===== src/rtl/xdd_pkg.sv =====
package xdd_pkg;

  typedef enum logic [2:0] {
    ST_CODE_HI = 3'd0,
    ST_CODE_LO = 3'd1,
    ST_LOAD_A  = 3'd2,
    ST_LOAD_B  = 3'd3,
    ST_LOAD_L  = 3'd4,
    ST_EMIT    = 3'd5,
    ST_FIN     = 3'd6
  } xdd_state_e;

  typedef enum logic [1:0] {
    CODE_SZ1 = 2'd0,
    CODE_SZ2 = 2'd1,
    CODE_SZ3 = 2'd2,
    CODE_LIT = 2'd3
  } xdd_code_e;

endpackage


===== src/rtl/xdd_rstsync.sv =====
module xdd_rstsync (
  input  logic clk,
  input  logic rst_n,
  output logic rst_sync_n
);
  logic s0_q, s1_q;

  always_ff @(posedge clk or negedge rst_n) begin
    if (!rst_n) begin
      s0_q <= 1'b0;
      s1_q <= 1'b0;
    end else begin
      s0_q <= 1'b1;
      s1_q <= s0_q;
    end
  end

  assign rst_sync_n = s1_q;
endmodule


===== src/rtl/xdd_parser.sv =====
module xdd_parser
  import xdd_pkg::*;
#(
  parameter int N1 = 16,
  parameter int N2 = 8,
  parameter int N3 = 4,
  parameter int M  = 10,
  parameter int DW = 16,
  parameter int WW = 5,
  parameter int IW = 4
) (
  input  logic          clk,
  input  logic          rst_n,
  input  logic          in_valid,
  input  logic          in_bit,
  input  logic          in_last,
  output logic          in_ready,
  input  logic          row_fire,
  input  logic          vec_end,
  input  logic          last_vec,
  output logic          emit,
  output logic          is_lit,
  output logic [WW-1:0] size,
  output logic [IW-1:0] row_idx,
  output logic [DW-1:0] a_vec,
  output logic [DW-1:0] b_vec,
  output logic          err
);

  function automatic logic [WW-1:0] size_of(input logic [1:0] code);
    case (code)
      CODE_SZ1: size_of = WW'(N1);
      CODE_SZ2: size_of = WW'(N2);
      CODE_SZ3: size_of = WW'(N3);
      default:  size_of = WW'(M);
    endcase
  endfunction

  xdd_state_e    st_q, st_d;
  logic          hi_q, hi_d;
  logic          lit_q, lit_d;
  logic [WW-1:0] n_q, n_d;
  logic [IW-1:0] cnt_q, cnt_d;
  logic [DW-1:0] a_q, a_d;
  logic [DW-1:0] b_q, b_d;
  logic          err_q, err_d;
  logic          acc;
  logic          at_end;
  logic [1:0]    code_w;

  assign in_ready = (st_q == ST_CODE_HI) || (st_q == ST_CODE_LO) ||
                    (st_q == ST_LOAD_A)  || (st_q == ST_LOAD_B)  ||
                    (st_q == ST_LOAD_L);
  assign acc    = in_valid && in_ready;
  assign at_end = (cnt_q == IW'(n_q - WW'(1)));
  assign code_w = {hi_q, in_bit};

  always_comb begin
    st_d  = st_q;
    hi_d  = hi_q;
    lit_d = lit_q;
    n_d   = n_q;
    cnt_d = cnt_q;
    a_d   = a_q;
    b_d   = b_q;
    err_d = err_q;
    case (st_q)
      ST_CODE_HI: begin
        if (acc) begin
          hi_d = in_bit;
          st_d = ST_CODE_LO;
          if (in_last) err_d = 1'b1;
        end
      end
      ST_CODE_LO: begin
        if (acc) begin
          n_d   = size_of(code_w);
          lit_d = (code_w == CODE_LIT);
          cnt_d = '0;
          st_d  = (code_w == CODE_LIT) ? ST_LOAD_L : ST_LOAD_A;
          if (in_last) err_d = 1'b1;
        end
      end
      ST_LOAD_A: begin
        if (acc) begin
          a_d[cnt_q] = in_bit;
          if (in_last) err_d = 1'b1;
          if (at_end) begin
            cnt_d = '0;
            st_d  = ST_LOAD_B;
          end else begin
            cnt_d = cnt_q + IW'(1);
          end
        end
      end
      ST_LOAD_B, ST_LOAD_L: begin
        if (acc) begin
          if (st_q == ST_LOAD_B) b_d[cnt_q] = in_bit;
          else                   a_d[cnt_q] = in_bit;
          if (at_end) begin
            cnt_d = '0;
            st_d  = ST_EMIT;
          end else begin
            cnt_d = cnt_q + IW'(1);
            if (in_last) err_d = 1'b1;
          end
        end
      end
      ST_EMIT: begin
        if (row_fire) begin
          if (vec_end) begin
            cnt_d = '0;
            st_d  = last_vec ? ST_FIN : ST_CODE_HI;
          end else if (lit_q || at_end) begin
            cnt_d = '0;
            st_d  = ST_CODE_HI;
          end else begin
            cnt_d = cnt_q + IW'(1);
          end
        end
      end
      default: st_d = ST_FIN;
    endcase
  end

  always_ff @(posedge clk or negedge rst_n) begin
    if (!rst_n) begin
      st_q  <= ST_CODE_HI;
      hi_q  <= 1'b0;
      lit_q <= 1'b0;
      n_q   <= '0;
      cnt_q <= '0;
      a_q   <= '0;
      b_q   <= '0;
      err_q <= 1'b0;
    end else begin
      st_q  <= st_d;
      err_q <= err_d;
      if (acc || row_fire) begin
        hi_q  <= hi_d;
        lit_q <= lit_d;
        n_q   <= n_d;
        cnt_q <= cnt_d;
        a_q   <= a_d;
        b_q   <= b_d;
      end
    end
  end

  assign emit    = (st_q == ST_EMIT);
  assign is_lit  = lit_q;
  assign size    = n_q;
  assign row_idx = cnt_q;
  assign a_vec   = a_q;
  assign b_vec   = b_q;
  assign err     = err_q;
endmodule


===== src/rtl/xdd_rowgen.sv =====
module xdd_rowgen #(
  parameter int DW = 16,
  parameter int WW = 5,
  parameter int IW = 4,
  parameter int RW = 7
) (
  input  logic          is_lit,
  input  logic [WW-1:0] size,
  input  logic [IW-1:0] row_idx,
  input  logic [DW-1:0] a_vec,
  input  logic [DW-1:0] b_vec,
  input  logic [RW-1:0] remain,
  output logic [DW-1:0] row,
  output logic [WW-1:0] width,
  output logic          vec_end
);
  logic a_sel;

  always_comb begin
    a_sel   = a_vec[row_idx];
    vec_end = (int'(size) >= int'(remain));
    width   = vec_end ? WW'(remain) : size;
  end

  for (genvar j = 0; j < DW; j++) begin : g_col
    logic raw;
    assign raw    = is_lit ? a_vec[j] : (a_sel ^ b_vec[j]);
    assign row[j] = (WW'(j) < width) ? raw : 1'b0;
  end
endmodule


===== src/rtl/xdd_vtrack.sv =====
module xdd_vtrack #(
  parameter int SCAN_LEN = 64,
  parameter int NUM_VEC  = 4,
  parameter int WW       = 5,
  parameter int RW       = 7,
  parameter int VW       = 3
) (
  input  logic          clk,
  input  logic          rst_n,
  input  logic          row_fire,
  input  logic          vec_end,
  input  logic [WW-1:0] width,
  output logic [RW-1:0] remain,
  output logic          last_vec,
  output logic          capture,
  output logic [VW-1:0] vec_count,
  output logic          done
);
  logic [RW-1:0] rem_q, rem_d;
  logic [VW-1:0] vc_q, vc_d;
  logic          cap_d, cap_q;

  always_comb begin
    rem_d = rem_q;
    vc_d  = vc_q;
    cap_d = 1'b0;
    if (row_fire) begin
      if (vec_end) begin
        rem_d = RW'(SCAN_LEN);
        vc_d  = vc_q + VW'(1);
        cap_d = 1'b1;
      end else begin
        rem_d = rem_q - RW'(width);
      end
    end
  end

  always_ff @(posedge clk or negedge rst_n) begin
    if (!rst_n) begin
      rem_q <= RW'(SCAN_LEN);
      vc_q  <= '0;
      cap_q <= 1'b0;
    end else begin
      cap_q <= cap_d;
      if (row_fire) begin
        rem_q <= rem_d;
        vc_q  <= vc_d;
      end
    end
  end

  assign remain    = rem_q;
  assign last_vec  = (vc_q == VW'(NUM_VEC - 1));
  assign capture   = cap_q;
  assign vec_count = vc_q;
  assign done      = (vc_q == VW'(NUM_VEC));
endmodule


===== src/rtl/xdd_decomp.sv =====
module xdd_decomp #(
  parameter int N1       = 16,
  parameter int N2       = 8,
  parameter int N3       = 4,
  parameter int M        = 10,
  parameter int SCAN_LEN = 64,
  parameter int NUM_VEC  = 4,
  localparam int DW = (N1 > M) ? N1 : M,
  localparam int WW = $clog2(DW + 1),
  localparam int IW = (DW > 1) ? $clog2(DW) : 1,
  localparam int RW = $clog2(SCAN_LEN + 1),
  localparam int VW = $clog2(NUM_VEC + 1)
) (
  input  logic          clk,
  input  logic          rst_n,
  input  logic          in_valid,
  input  logic          in_bit,
  input  logic          in_last,
  output logic          in_ready,
  output logic          out_valid,
  input  logic          out_ready,
  output logic [DW-1:0] out_row,
  output logic [WW-1:0] out_width,
  output logic          capture,
  output logic [VW-1:0] vec_count,
  output logic          done,
  output logic          err
);
  logic          rst_i_n;
  logic          emit, is_lit, vec_end, last_vec, row_fire;
  logic [WW-1:0] size;
  logic [IW-1:0] row_idx;
  logic [DW-1:0] a_vec, b_vec;
  logic [RW-1:0] remain;

  assign out_valid = emit;
  assign row_fire  = emit && out_ready;

  xdd_rstsync u_rst (
    .clk        (clk),
    .rst_n      (rst_n),
    .rst_sync_n (rst_i_n)
  );

  xdd_parser #(
    .N1(N1), .N2(N2), .N3(N3), .M(M), .DW(DW), .WW(WW), .IW(IW)
  ) u_parse (
    .clk      (clk),
    .rst_n    (rst_i_n),
    .in_valid (in_valid),
    .in_bit   (in_bit),
    .in_last  (in_last),
    .in_ready (in_ready),
    .row_fire (row_fire),
    .vec_end  (vec_end),
    .last_vec (last_vec),
    .emit     (emit),
    .is_lit   (is_lit),
    .size     (size),
    .row_idx  (row_idx),
    .a_vec    (a_vec),
    .b_vec    (b_vec),
    .err      (err)
  );

  xdd_rowgen #(
    .DW(DW), .WW(WW), .IW(IW), .RW(RW)
  ) u_row (
    .is_lit  (is_lit),
    .size    (size),
    .row_idx (row_idx),
    .a_vec   (a_vec),
    .b_vec   (b_vec),
    .remain  (remain),
    .row     (out_row),
    .width   (out_width),
    .vec_end (vec_end)
  );

  xdd_vtrack #(
    .SCAN_LEN(SCAN_LEN), .NUM_VEC(NUM_VEC), .WW(WW), .RW(RW), .VW(VW)
  ) u_vec (
    .clk       (clk),
    .rst_n     (rst_i_n),
    .row_fire  (row_fire),
    .vec_end   (vec_end),
    .width     (out_width),
    .remain    (remain),
    .last_vec  (last_vec),
    .capture   (capture),
    .vec_count (vec_count),
    .done      (done)
  );
endmodule


===== config.mk =====
export PLATFORM = sky130hd
export DESIGN_NAME = xdd_decomp
export DESIGN_NICKNAME = d
export VERILOG_FILES = /design/src/rtl/xdd_pkg.sv /design/src/rtl/xdd_rstsync.sv /design/src/rtl/xdd_parser.sv /design/src/rtl/xdd_rowgen.sv /design/src/rtl/xdd_vtrack.sv /design/src/rtl/xdd_decomp.sv
export SDC_FILE = /design/constraint.sdc
export NUM_CORES = 1
export LEC_CHECK = 0
export CORE_MARGIN = 2
export CORE_UTILIZATION = 49
export DETAILED_ROUTE_END_ITERATION = 12
export HOLD_SLACK_MARGIN = 0.1
export PLACE_DENSITY = 0.7
export SETUP_SLACK_MARGIN = 0.4
export SYNTH_ARGS = -nofsm -noshare
export SYNTH_HDL_FRONTEND = slang
export SYNTH_SLANG_ARGS = --single-unit

===== constraint.sdc =====
create_clock -name clk -period 3.65 [get_ports clk]
set_clock_uncertainty 0.2 [all_clocks]
set_input_delay 0.365 -clock clk [delete_from_list [all_inputs] [get_ports clk]]
set_output_delay 0.365 -clock clk [all_outputs]
set_load 0.005 [all_outputs]

Yosys cells after proc, flatten, opt, wreduce, memory -nomap -nowiden
Cells that the tools add are included.
{ "word_totals": {"register_bits": 60, "in_bits": 6, "out_inout_bits": 29, "wordCells": 171} }
{ "op_classes": {"n_addsub": 4, "order_cmp": 19, "eq_ne": 23, "muxes": 71, "bitwise_logic": 16, "n_reduce_logical": 25} }
{ "ops": {"columns": ["op", "count"], "rows": [
  ["2-to-1 mux 16 bit", 3],
  ["< comparator 4 x 5 -> 1 bit (first input constant)", 8],
  ["2-to-1 mux 1 bit", 40],
  ["2-to-1 mux 3 bit", 11],
  ["bitwise mux 16 bit", 2],
  ["case mux 16 bit (2 select lines)", 1],
  ["2-to-1 mux 4 bit", 6],
  ["< comparator 3 x 5 -> 1 bit (first input constant)", 4],
  ["inequality test 2 x 1 -> 1 bit (second input constant)", 9],
  ["XOR 1 bit", 16],
  ["case mux 3 bit (5 select lines)", 1],
  ["case mux 5 bit (3 select lines)", 1],
  ["case mux 4 bit (3 select lines)", 1],
  ["< comparator 1 x 5 -> 1 bit (first input constant)", 2],
  ["< comparator 2 x 5 -> 1 bit (first input constant)", 2],
  ["AND reduction 5 bit", 2],
  ["equality test 3 x 2 -> 1 bit (second input constant)", 3],
  ["equality test 3 bit (second input constant)", 3],
  ["AND reduction 4 bit", 2],
  ["AND reduction 8 bit", 1],
  [">= comparator 5 x 7 -> 1 bit", 1],
  ["2-to-1 mux 7 bit", 1],
  ["subtractor 7 x 5 -> 7 bit", 1],
  ["logical OR 1 bit", 6],
  ["24 further kinds", 31]
]} }

Longest topological paths before layout
Gate-level depths: netlist of the first run.
{ "logic_depth": {"word_depth": 8, "mapped_depth": 15, "ltp_nobuf": 12} }

By module
A second synthesis of the first run with hierarchy kept.
{ "hier_totals": {"hier_cells": 458, "hier_area_um2": 4262.8} }
{ "by_module_without_submodules": {"columns": ["module", "instances", "cells_each", "area_each_um2", "seq_area_each_um2"], "rows": [
  ["xdd_parser", 1, 210, 2296.0, 1126.1],
  ["xdd_rowgen", 1, 174, 1221.2, 0.0],
  ["xdd_vtrack", 1, 70, 685.7, 276.5],
  ["xdd_rstsync", 1, 3, 53.8, 50.0],
  ["xdd_decomp", 1, 1, 6.3, 0.0]
]} }

Least setup slack after synthesis of the first run
Ideal clock, no wire load.
{ "synth_timing": {"path_type": "flip-flop to flip-flop", "start": "reg u_vec.rem_q[2], in the netlist u_vec.remain[2]", "end": "reg u_vec.rem_q[5], in the netlist u_vec.remain[5]", "setup_time_ns": 0.121, "t_arrival_ns": 2.931, "t_required_ns": 3.329, "setup_slack_ns": 0.398, "stages_incl_launch_ff": 16, "path_buffers": 3, "synth_period_minus_slack_ns": 3.252, "cell_sequence": "dfrtp_1 clkbuf_1 inv_1 ha_1 a21oi_1 a2111o_1 and2_4 buf_6 buf_6 nor2_1 a21oi_1 ha_1 a21o_1 a31oi_1 o21ai_0 a22o_1"} }
{ "synth_between": {"elab_chain_len": 4} }
{ "synth_lines": {"columns": ["element", "line_no", "source"], "rows": [
  ["start, declared", "xdd_vtrack.sv:19", "logic [RW-1:0] rem_q, rem_d;"],
  ["start signal, assigned", "xdd_vtrack.sv:40", "rem_q <= RW'(SCAN_LEN);"],
  ["start signal, assigned", "xdd_vtrack.sv:46", "rem_q <= rem_d;"],
  [">= comparator 5 x 7 -> 1 bit", "xdd_rowgen.sv:21", "vec_end = (int'(size) >= int'(remain));"],
  ["2-to-1 mux 5 bit", "xdd_rowgen.sv:22", "width = vec_end ? WW'(remain) : size;"],
  ["subtractor 7 x 5 -> 7 bit", "xdd_vtrack.sv:33", "rem_d = rem_q - RW'(width);"],
  ["2-to-1 mux 7 bit *", "xdd_vtrack.sv:28", "if (vec_end) begin"]
]} }
Every way passes the cells marked *; elsewhere a longest branch is shown, timed or not.
A chain may end at the register's enable or synchronous reset.

Worst setup path in the final report of the first run
{ "layout_timing": {"start": "reg u_vec.rem_q[2], in the netlist u_vec.remain[2]", "end": "out out_row[3]"} }
{ "layout_between": {"elab_chain_len": 4} }
{ "layout_lines": {"columns": ["element", "line_no", "source"], "rows": [
  [">= comparator 5 x 7 -> 1 bit", "xdd_rowgen.sv:21", null],
  ["2-to-1 mux 5 bit *", "xdd_rowgen.sv:22", null],
  ["< comparator 2 x 5 -> 1 bit *", "xdd_rowgen.sv:28", "assign row[j] = (WW'(j) < width) ? raw : 1'b0;"],
  ["2-to-1 mux 1 bit *", "xdd_rowgen.sv:28", null],
  ["end, declared", "xdd_decomp.sv:22", "output logic [DW-1:0] out_row,"]
]} }
Marks and branches as above.

==> flow_summary.yaml, run 1 <==
status:
  status: "complete, no violations"
pwr:
  p_int_w: 0.00290
  max-vdd-ir-drop_v: 0.000573
  switching_power_w: 0.00236
  switching_share_pct: 44.9
  power.combinational.fraction_pct: 69.3
  clock_power_share_pct: 11.2
  total_power_w: 0.00526
  sequential_power_share_pct: 19.6
  standby_leakage_power_nw: 2.38
  cellPowerDensity_nw_per_um2: 1040
drt:
  drc_errors: 0
  vias_per_cell: 6.02
  drt_first_pass_iters: 5
  drt-initial-drc-count: 281
  drt.antenna.violating_nets: 0
  vias: 3519
  total_wire_length_mm: 11.6
  detail_route.wl_per_cell_um: 19.8
clock_tree:
  worst_skew_pair.late_latency_ns: 0.35
  clock_tree.root_cell: "clkbuf_8"
  tritoncts.num_buffers: 9
  cts_max_path_buffers: 2
  cts.sinks: 58
  htreeDepth: 3
  clk_pin_slew_ns: 0.07
  tritoncts_clock_tree: "built"
sta:
  timing.final.crit_share_pct: 95.0
  rsz0062_at_grt: "true"
  final-hold-violation-count: 0
  worstMarginPinSlew_ns: 0.862
  timing_max_transition_violations_final: 0
  slew-limit-headroom_pct: 42.4
  final_tns_setup_ns: 0
  final-setup-viol-count: 0
  fin_crit_ns: 3.47
  achievable-frequency_mhz: 288
synth:
  yosysSeqAreaShare_pct: 38.5
  syn-instance-count: 405
  synth_flop_cell: "dfrtp_1"
  synth_edf_count: 0
  netlist_area_um2: 3770
  ys.warnings.count: 0
  synthDistinctLibCells: 56
  synthesis.area_per_instance_um2: 9.32
  synth_async_sr_flop_share_pct: 100
  synth-seq-cells: 58
critical_path:
  worst_r2r_path_depth: 14
  r2r_slack_ns: 0.19
  setup.worst_path.start: "u_vec.remain[2]$_DFFE_PN0P_"
  path_max_fanout: 5
  worst-endpoint-required_ns: 3.08
  worst-setup-path-type: "register to output pin"
  worstPathArrival_ns: 2.90
  kind_of_capture_point_of_the_worst_setup_path: "output pin"
  worstReg2RegStart: "u_vec.remain[2]$_DFFE_PN0P_"
  crit_path_end: "out_row[3]"
  critical_path.startpoint_type: "register"
  r2r_end: "u_vec.remain[5]$_DFFE_PN0P_"
cells_and_area:
  final_cell_mix: "nand2_1, dfrtp_1, buf_4"
  num_antenna_cells: 0
  drive_above_1_share_pct: 36.0
  multi_input_area_um2: 2440
  seq_area_um2: 1460
  count_of_fill_cells_added_during_filler_insertion: 542
  finalNetCount: 502
  area_growth_pct: 34.2
  most_common_cell_after_layout_fill_and_taps_aside: "nand2_1"
global_route:
  grt_max_degree: 39
  grt_antenna_before_repair: 0
  gr-usage-all-layers_pct: 25.4
  grt.overflow.total: 0
  grt_pass1_vias: 3149
  first_pass_grt_wire_length_mm: 16.6
run:
  drv.max_cap_violation_count: 0
place:
  io_buffer_count: 34
  place.detailed.hpwl_mm: 6.95
  gp_congestion: 0.926
die:
  core_outline_area_um2: 7370
  floorplan.rows: 31
  initial_core_util_pct: 51.2
  ioPinCount: 35
  die_area_um2: 8420
  die_x_um: 91.8
  fp.dieH_um: 91.8
worst_hold_path:
  hp-class: "register to asynchronous set/reset pin"
==> routing by layer <==
metal  global-route usage, %  share of wire, %  vias to the layer above
met4                    10.3               3.4                        0
met2                    38.9                48                      153
li1                        -                 -                     1552
met5                       0                 0                        -
met1                    35.0                43                     1773
met3                    5.51               6.4                       41
==> flip-flops by register name, summed over array words and instances (netlist names) <==
signal and flops:
u_parse.row_idx 4, u_parse.hi_q 1, u_rst.s0_q 1, u_rst.rst_sync_n 1
u_parse.st_q 3, u_parse.size 4, u_parse.b_vec 16, u_parse.a_vec 16
u_vec.remain 7, u_vec.vec_count 3, u_parse.err 1, u_vec.capture 1
==> power by group through the flow <==
stage	Sequential (W)	Clock [W]	Combinational [W]
after floorplan	0.000927	0	0.00172
after CTS	0.00102	0.000591	0.00300
after global placement	0.00102	0	0.00251
after global routing	0.00105	0.000621	0.00386
after detailed placement	0.00103	0	0.00252
final	0.00103	0.000588	0.00364
==> how the worst min path moves through the flow <==
| stage | startpoint | to | slack (ns) | cells past startpoint |
|---|---|---|---|---|
| final | u_rst.rst_sync_n$_DFF_PN0_ | u_vec.vec_count[1]$_DFFE_PN0P_ | 0.15 | 0 |
| after global routing | u_rst.s0_q$_DFF_PN0_ | u_rst.rst_sync_n$_DFF_PN0_ | 0.16 | 0 |
| after CTS | u_rst.s0_q$_DFF_PN0_ | u_rst.rst_sync_n$_DFF_PN0_ | 0.16 | 0 |
| after detailed placement | u_rst.s0_q$_DFF_PN0_ | u_rst.rst_sync_n$_DFF_PN0_ | 0.15 | 0 |
| after global placement | u_rst.s0_q$_DFF_PN0_ | u_rst.rst_sync_n$_DFF_PN0_ | 0.13 | 0 |
| after floorplan | rst_n | u_rst.rst_sync_n$_DFF_PN0_ | -0.13 | 0 |
==> cells by family after synthesis <==
logic type	Yosys count	share of synthesized area, %
AO/OA/AOI/OAI	86	14.8
flip-flops	58	38.5
buffers and inverters	42	5.07
adder cells (fa/ha/maj)	15	4.97
XOR/XNOR	26	6.23
other	1	0.0994
AND/OR/NAND/NOR	135	16.4
multiplexers	42	13.9
==> through the flow <==
| stage | utilization, % | hold WS, ns | cell area [µm²] | worst slack [ns] | instances |
|---|---|---|---|---|---|
| after floorplan | - | -0.131 | 3780 | 0.507 | 406 |
| after global placement | 57.0 | 0.133 | 4200 | 0.409 | 524 |
| after detailed placement | 57.0 | 0.147 | 4200 | 0.336 | 524 |
| after CTS | 64.4 | 0.162 | 4740 | 0.224 | 564 |
| after global routing | 68.7 | 0.163 | 5060 | 0.105 | 585 |
| final | 68.7 | 0.151 | 5060 | 0.181 | 585 |
==> synthesized netlist by cell type, types with 6 or more instances <==
cell type	number	share of area [%]
dfrtp_1	57	38
o21ai_0	20	2.7
buf_2	9	1.2
ha_1	15	5.0
a31oi_1	6	0.99
nand2_1	77	7.7
xnor2_1	6	1.4
inv_1	17	1.7
and2_1	11	1.8
mux2_2	34	10
xor2_1	19	4.4
a21oi_1	32	4.2
clkbuf_1	13	1.3
nor2_1	14	1.4
==> layout make-up <==
cell class / instances / area share (%)
repair buffers: 88 / 15.6
multi-input cells: 307 / 48.2
clock buffers: 10 / 2.52
clock inverters: 6 / 1.14
flip-flops and latches: 58 / 28.8
well taps: 99 / 2.45
inverters: 17 / 1.31
==> worst max-delay path, stage by stage (launching register included) <==
cell             delay, ns
dfrtp_1               0.39
inv_2                 0.07
ha_4                  0.26
a21oi_1               0.08
a2111o_1              0.51
and2_4                0.25
nand3_4               0.10
o31ai_4               0.08
buf_6                 0.14
a21oi_1               0.14
clkdlybuf4s50_1       0.53
==> timing repair <==
item,in CTS,in global routing
setup buffers,22,21
pin swaps,10,12
hold buffers,1,0
setup endpoints to repair,21,23
endpoints found under the hold margin,2,0
gates cloned,1,0
gates resized for setup,61,55
Power figures use the tool's default switching activity.
==> run 2: changes to the inputs <==
--- a/config.mk
+++ b/config.mk
@@ -7,7 +7,9 @@
 export LEC_CHECK = 0
 export CORE_MARGIN = 2
 export CORE_UTILIZATION = 49
+export CTS_BUF_LIST = sky130_fd_sc_hd__clkbuf_16
 export DETAILED_ROUTE_END_ITERATION = 12
+export GPL_ROUTABILITY_DRIVEN = 0
 export HOLD_SLACK_MARGIN = 0.1
 export PLACE_DENSITY = 0.7
 export SETUP_SLACK_MARGIN = 0.4
==> run 2 against run 1 <==
Against the previous run: cell count down 3.1%; die area unchanged; core utilization down 1.6 points; fmax up 1.6%; critical endpoint is now out_row[14]; clock-buffer cell count down 1; worst hold slack better by 0.0042 ns; first-iteration DRC count down 1.4%; critical path depth unchanged; flip-flop and latch count unchanged; setup slack better by 0.055 ns; register-to-register slack better by 0.32 ns; final area down 2.4%.
==> flow_summary.yaml, run 2 (same netlist as run 1, synthesis figures left out) <==
global_route:
  grt_antenna_before_repair: 0
  grt_pass1_vias: 3218
  grt.overflow.total: 0
  grt_max_degree: 39
  gr-usage-all-layers_pct: 25.9
  first_pass_grt_wire_length_mm: 17.0
die:
  core_outline_area_um2: 7370
  ioPinCount: 35
  fp.dieH_um: 91.8
  initial_core_util_pct: 51.2
  die_area_um2: 8420
  die_x_um: 91.8
  floorplan.rows: 31
sta:
  final-setup-viol-count: 0
  worstMarginPinSlew_ns: 0.886
  final-hold-violation-count: 0
  achievable-frequency_mhz: 293
  final_tns_setup_ns: 0
  slew-limit-headroom_pct: 40.8
  timing.final.crit_share_pct: 93.5
  fin_crit_ns: 3.41
  timing_max_transition_violations_final: 0
  rsz0062_at_grt: "true"
critical_path:
  critical_path.startpoint_type: "register"
  worst-endpoint-required_ns: 3.08
  r2r_slack_ns: 0.51
  crit_path_end: "out_row[14]"
  r2r_end: "u_vec.remain[5]$_DFFE_PN0P_"
  kind_of_capture_point_of_the_worst_setup_path: "output pin"
  worst_r2r_path_depth: 14
  path_max_fanout: 10
  worst-setup-path-type: "register to output pin"
  setup.worst_path.start: "u_vec.remain[2]$_DFFE_PN0P_"
  worstPathArrival_ns: 2.85
  worstReg2RegStart: "u_vec.remain[4]$_DFFE_PN0P_"
pwr:
  cellPowerDensity_nw_per_um2: 1050
  total_power_w: 0.00519
  max-vdd-ir-drop_v: 0.000379
  standby_leakage_power_nw: 2.34
cells_and_area:
  drive_above_1_share_pct: 32.3
  seq_area_um2: 1460
  multi_input_area_um2: 2340
  finish.instance_area_um2: 4940
  most_common_cell_after_layout_fill_and_taps_aside: "nand2_1"
  finalNetCount: 484
  count_of_fill_cells_added_during_filler_insertion: 564
  num_antenna_cells: 0
  final_cell_mix: "nand2_1, dfrtp_1, mux2_2"
  area_growth_pct: 31.0
drt:
  drt_first_pass_iters: 5
  drt.antenna.violating_nets: 0
  total_wire_length_mm: 11.3
  vias_per_cell: 6.02
  detail_route.wl_per_cell_um: 19.9
  drt-initial-drc-count: 277
  drc_errors: 0
  vias: 3412
clock_tree:
  cts_max_path_buffers: 2
  worst_skew_pair.late_latency_ns: 0.33
  htreeDepth: 3
  tritoncts.num_buffers: 9
  tritoncts_clock_tree: "built"
  clk_pin_slew_ns: 0.05
  clock_tree.root_cell: "clkbuf_16"
  cts.sinks: 58
place:
  placed_area_um2: 4180
  place.detailed.hpwl_mm: 6.77
  io_buffer_count: 34
status:
  status: "complete, no violations"
run:
  drv.max_cap_violation_count: 0
worst_hold_path:
  hp-class: "register to asynchronous set/reset pin"
-- run 2: per-stage QoR --
stage / std cells / hold WS [ns] / worst slack [ns] / utilization (%)
2_1_floorplan: 406 / -0.131 / 0.507 / -
3_3_place_gp: 522 / 0.137 / 0.323 / 56.7
3_5_place_dp: 522 / 0.165 / 0.293 / 56.7
4_1_cts: 555 / 0.176 / 0.288 / 65.1
5_1_grt: 567 / 0.200 / 0.168 / 67.1
6_report: 567 / 0.155 / 0.236 / 67.1
-- run 2: where the power goes --
group / switching [W] / internal [W] / total (W)
clock: 0.000314 / 0.000666 / 0.000980
sequential: 0.000226 / 0.000816 / 0.00104
combinational: 0.00172 / 0.00145 / 0.00317
-- run 2: repair_timing --
item / in CTS / in global routing
pin swaps: 9 / 11
hold buffers: 1 / 0
buffers inserted: 16 / 12
setup endpoints to repair: 21 / 19
gates resized for setup: 54 / 38
hold endpoints to repair: 2 / 0
-- run 2: area by class of cell --
cell class	instances	share of cell area (%)
multi-input combinational	306	47.3
clock inverter	7	2.38
clock buffer	9	4.55
timing repair buffer	71	12.4
inverter	17	1.29
sequential	58	29.6
tap	99	2.51
-- run 2: layer usage --
metal / wire, µm / vias to the layer above / part of all wire [%] / GRT usage (%)
li1: - / 1523 / - / -
met1: 4690 / 1657 / 41 / 36.3
met2: 5270 / 189 / 47 / 39.8
met3: 879 / 43 / 7.8 / 4.68
met4: 463 / 0 / 4.1 / 10.3
met5: 0 / - / 0 / 0
-- run 2: worst min path at each step --
stage	start	to	cells after the start
detailed placement	u_rst.rst_sync_n$_DFF_PN0_	u_parse.err$_DFFE_PN0P_	0
floorplan	rst_n	u_rst.rst_sync_n$_DFF_PN0_	0
global route	u_rst.s0_q$_DFF_PN0_	u_rst.rst_sync_n$_DFF_PN0_	0
finish	u_rst.rst_sync_n$_DFF_PN0_	u_parse.err$_DFFE_PN0P_	0
global placement	u_rst.s0_q$_DFF_PN0_	u_rst.rst_sync_n$_DFF_PN0_	0
CTS	u_rst.rst_sync_n$_DFF_PN0_	u_parse.err$_DFFE_PN0P_	0
-- run 2: worst max-delay path: stages, from the launching register on --
cell	delay (ns)
dfrtp_1	0.37
inv_2	0.08
ha_4	0.27
nand3b_1	0.07
a2111o_1	0.46
buf_4	0.18
nand2_8	0.09
and3_4	0.23
a31oi_4	0.12
a21oi_1	0.13
clkdlybuf4s50_1	0.52
==> run 3: changes to the inputs <==
--- a/config.mk
+++ b/config.mk
@@ -5,6 +5,7 @@
 export SDC_FILE = /design/constraint.sdc
 export NUM_CORES = 1
 export LEC_CHECK = 0
+export ABC_AREA = 1
 export CORE_MARGIN = 2
 export CORE_UTILIZATION = 49
 export CTS_BUF_LIST = sky130_fd_sc_hd__clkbuf_16
==> run 3 against run 2 <==
Against the previous run: synthesized area shrank 1.9%; non-clock buffer count shrank 1; first-iteration DRC count grew 39%; flip-flop and latch count is the same; cell count grew 21%; final area shrank 3.1%; clock power shrank 17%; sequential power shrank 5%; via count grew 9.7%.
==> flow_summary.yaml, run 3 <==
sta:
  timing_max_transition_violations_final: 0
  worstMarginPinSlew_ns: 1.08
  timing.final.crit_share_pct: 92.1
  achievable-frequency_mhz: 298
  final-setup-viol-count: 0
  rsz0062_at_grt: "true"
  fin_crit_ns: 3.36
  final_tns_setup_ns: 0
  final-hold-violation-count: 0
  slew-limit-headroom_pct: 27.9
global_route:
  grtUsageMet1_pct: 36.2
  first_pass_grt_wire_length_mm: 16.9
  gr-usage-all-layers_pct: 25.8
  grt_antenna_before_repair: 0
  global_route.usage.met3_pct: 4.42
  global_route.peak_usage_layer: "met2"
  grt_pass1_vias: 3476
  grt_max_degree: 37
  grt.overflow.total: 0
  globalRouteMet2Util_pct: 40.4
clock_tree:
  cts_max_path_buffers: 2
  clock_tree.root_cell: "clkbuf_16"
  clk_pin_slew_ns: 0.05
  tritoncts_clock_tree: "built"
  tritoncts.num_buffers: 9
  cts.sinks: 58
  worst_skew_pair.late_latency_ns: 0.33
  htreeDepth: 3
synth:
  synthDominantAreaCellType: "dfrtp_1"
  ys.warnings.count: 0
  synth_flop_cell: "dfrtp_1"
  yosys.cell_count.top_type: "nand2_1"
  netlist_area_um2: 3700
  ys_top_cells_by_area: "dfrtp_1, nand2_1, inv_1"
  synth_async_sr_flop_share_pct: 100
  syn-instance-count: 512
  synth_edf_count: 0
  synthesis.area_per_instance_um2: 7.23
  synth-seq-cells: 58
  synth.cells.most_frequent: "nand2_1, inv_1, nor2_1"
  synthDistinctLibCells: 36
  yosysSeqAreaShare_pct: 39.2
  synth.top_cell.area_share_pct: 38.5
cells_and_area:
  most_common_cell_after_layout_fill_and_taps_aside: "nand2_1"
  area_growth_pct: 29.4
  num_antenna_cells: 0
  drive_above_1_share_pct: 15.7
  finalNetCount: 603
  instances_no_fill: 686
  finish.instance_area_um2: 4790
  final_cell_mix: "nand2_1, inv_1, nor2_1"
place:
  io_buffer_count: 34
  placed_area_um2: 4170
  place.detailed.hpwl_mm: 6.78
  dp.cells: 642
critical_path:
  path_max_fanout: 5
  critical_path.startpoint_type: "register"
  worstPathArrival_ns: 2.80
  kind_of_capture_point_of_the_worst_setup_path: "output pin"
  worst-setup-path-type: "register to output pin"
  worst-endpoint-required_ns: 3.08
pwr:
  max-vdd-ir-drop_v: 0.000513
  standby_leakage_power_nw: 2.41
  cellPowerDensity_nw_per_um2: 1010
drt:
  drt_first_pass_iters: 5
  drc_errors: 0
  detail_route.wl_per_cell_um: 15.3
  drt-initial-drc-count: 385
  vias: 3742
  drt.antenna.violating_nets: 0
  total_wire_length_mm: 10.5
  vias_per_cell: 5.45
run:
  drv.max_cap_violation_count: 0
die:
  die_area_um2: 8270
  core_outline_area_um2: 7290
  ioPinCount: 35
  fp.dieH_um: 90.9
  floorplan.rows: 31
  die_x_um: 90.9
  initial_core_util_pct: 50.8
status:
  status: "complete, no violations"
worst_hold_path:
  hp-class: "register to register"
## run 3: logic make-up after synthesis
group                    count (synthesis)  share of synthesized area (%)
AO/OA/AOI/OAI                          123                           18.4
XOR/XNOR                                11                           2.60
adder cells (fa/ha/maj)                 15                           5.07
buffers and inverters                   88                           9.53
flip-flops                              58                           39.2
other                                    1                          0.101
AND/OR/NAND/NOR                        216                           25.0
## run 3: layer usage
metal / vias to the layer above / routed length [µm]
met2: 157 / 4870
met5: - / 0
li1: 1806 / -
met4: 0 / 224
met3: 23 / 697
met1: 1756 / 4680
## run 3: path summary, 6_finish.rpt
path / from / to / slack (ns) / cells past startpoint
max: u_vec.remain[2]$_DFFE_PN0P_ / out_row[4] / 0.29 / 12
max reg2reg: u_vec.remain[2]$_DFFE_PN0P_ / u_vec.remain[4]$_DFFE_PN0P_ / 0.85 / 14
min in group asynchronous: u_rst.rst_sync_n$_DFF_PN0_ / u_vec.vec_count[1]$_DFFE_PN0P_ / 0.18 / 0
min: u_rst.s0_q$_DFF_PN0_ / u_rst.rst_sync_n$_DFF_PN0_ / 0.15 / 0
min reg2reg: u_rst.s0_q$_DFF_PN0_ / u_rst.rst_sync_n$_DFF_PN0_ / 0.15 / 0
max in group asynchronous: u_rst.rst_sync_n$_DFF_PN0_ / u_parse.row_idx[0]$_DFFE_PN0P_ / 2.25 / 1
## run 3: cell type report
class / count / area [µm²]
multi-input cells: 368 / 2010
clock buffers: 9 / 225
clock inverters: 7 / 53.8
fillers: 649 / 2500
repair buffers: 70 / 634
inverters: 75 / 287
well taps: 99 / 124
flip-flops and latches: 58 / 1460
## run 3: stage by stage
step / util, % / worst slack (ns) / total power, W / hold slack, ns
6_report: 65.7 / 0.290 / 0.00482 / 0.152
5_1_grt: 65.7 / 0.228 / 0.00516 / 0.166
4_1_cts: 64.2 / 0.360 / 0.00465 / 0.154
3_5_place_dp: 57.2 / 0.318 / 0.00351 / 0.140
3_3_place_gp: 57.2 / 0.367 / 0.00347 / 0.138
2_1_floorplan: - / 1.19 / 0.00254 / -0.131
## run 3: repair_timing
item | 4_1_cts | 5_1_grt
setup buffers | 18 | 8
cloned | 1 | 0
resized for setup | 28 | 24
hold endpoints to repair | 2 | 0
hold buffers | 1 | 0
setup endpoints to repair | 16 | 13
pin swaps | 10 | 12
## run 3: worst max-delay path, stage by stage (launching register included)
cell and delay [ns]:
dfrtp_1 0.36, inv_1 0.08, ha_1 0.31, a21oi_1 0.13, nand2_1 0.07, nand2_2 0.12
nand2_4 0.13, o21ai_4 0.24, nand2_4 0.11, buf_4 0.16, a21oi_1 0.21, a21oi_1 0.09
clkdlybuf4s50_1 0.45
## run 3: report_power, final
part           internal, W  leakage, nW  switching, W  total [W]
sequential        0.000822        0.754      0.000164   0.000987
combinational      0.00133         1.52       0.00169    0.00302
clock             0.000514        0.144      0.000298   0.000812
total              0.00267         2.41       0.00215    0.00482
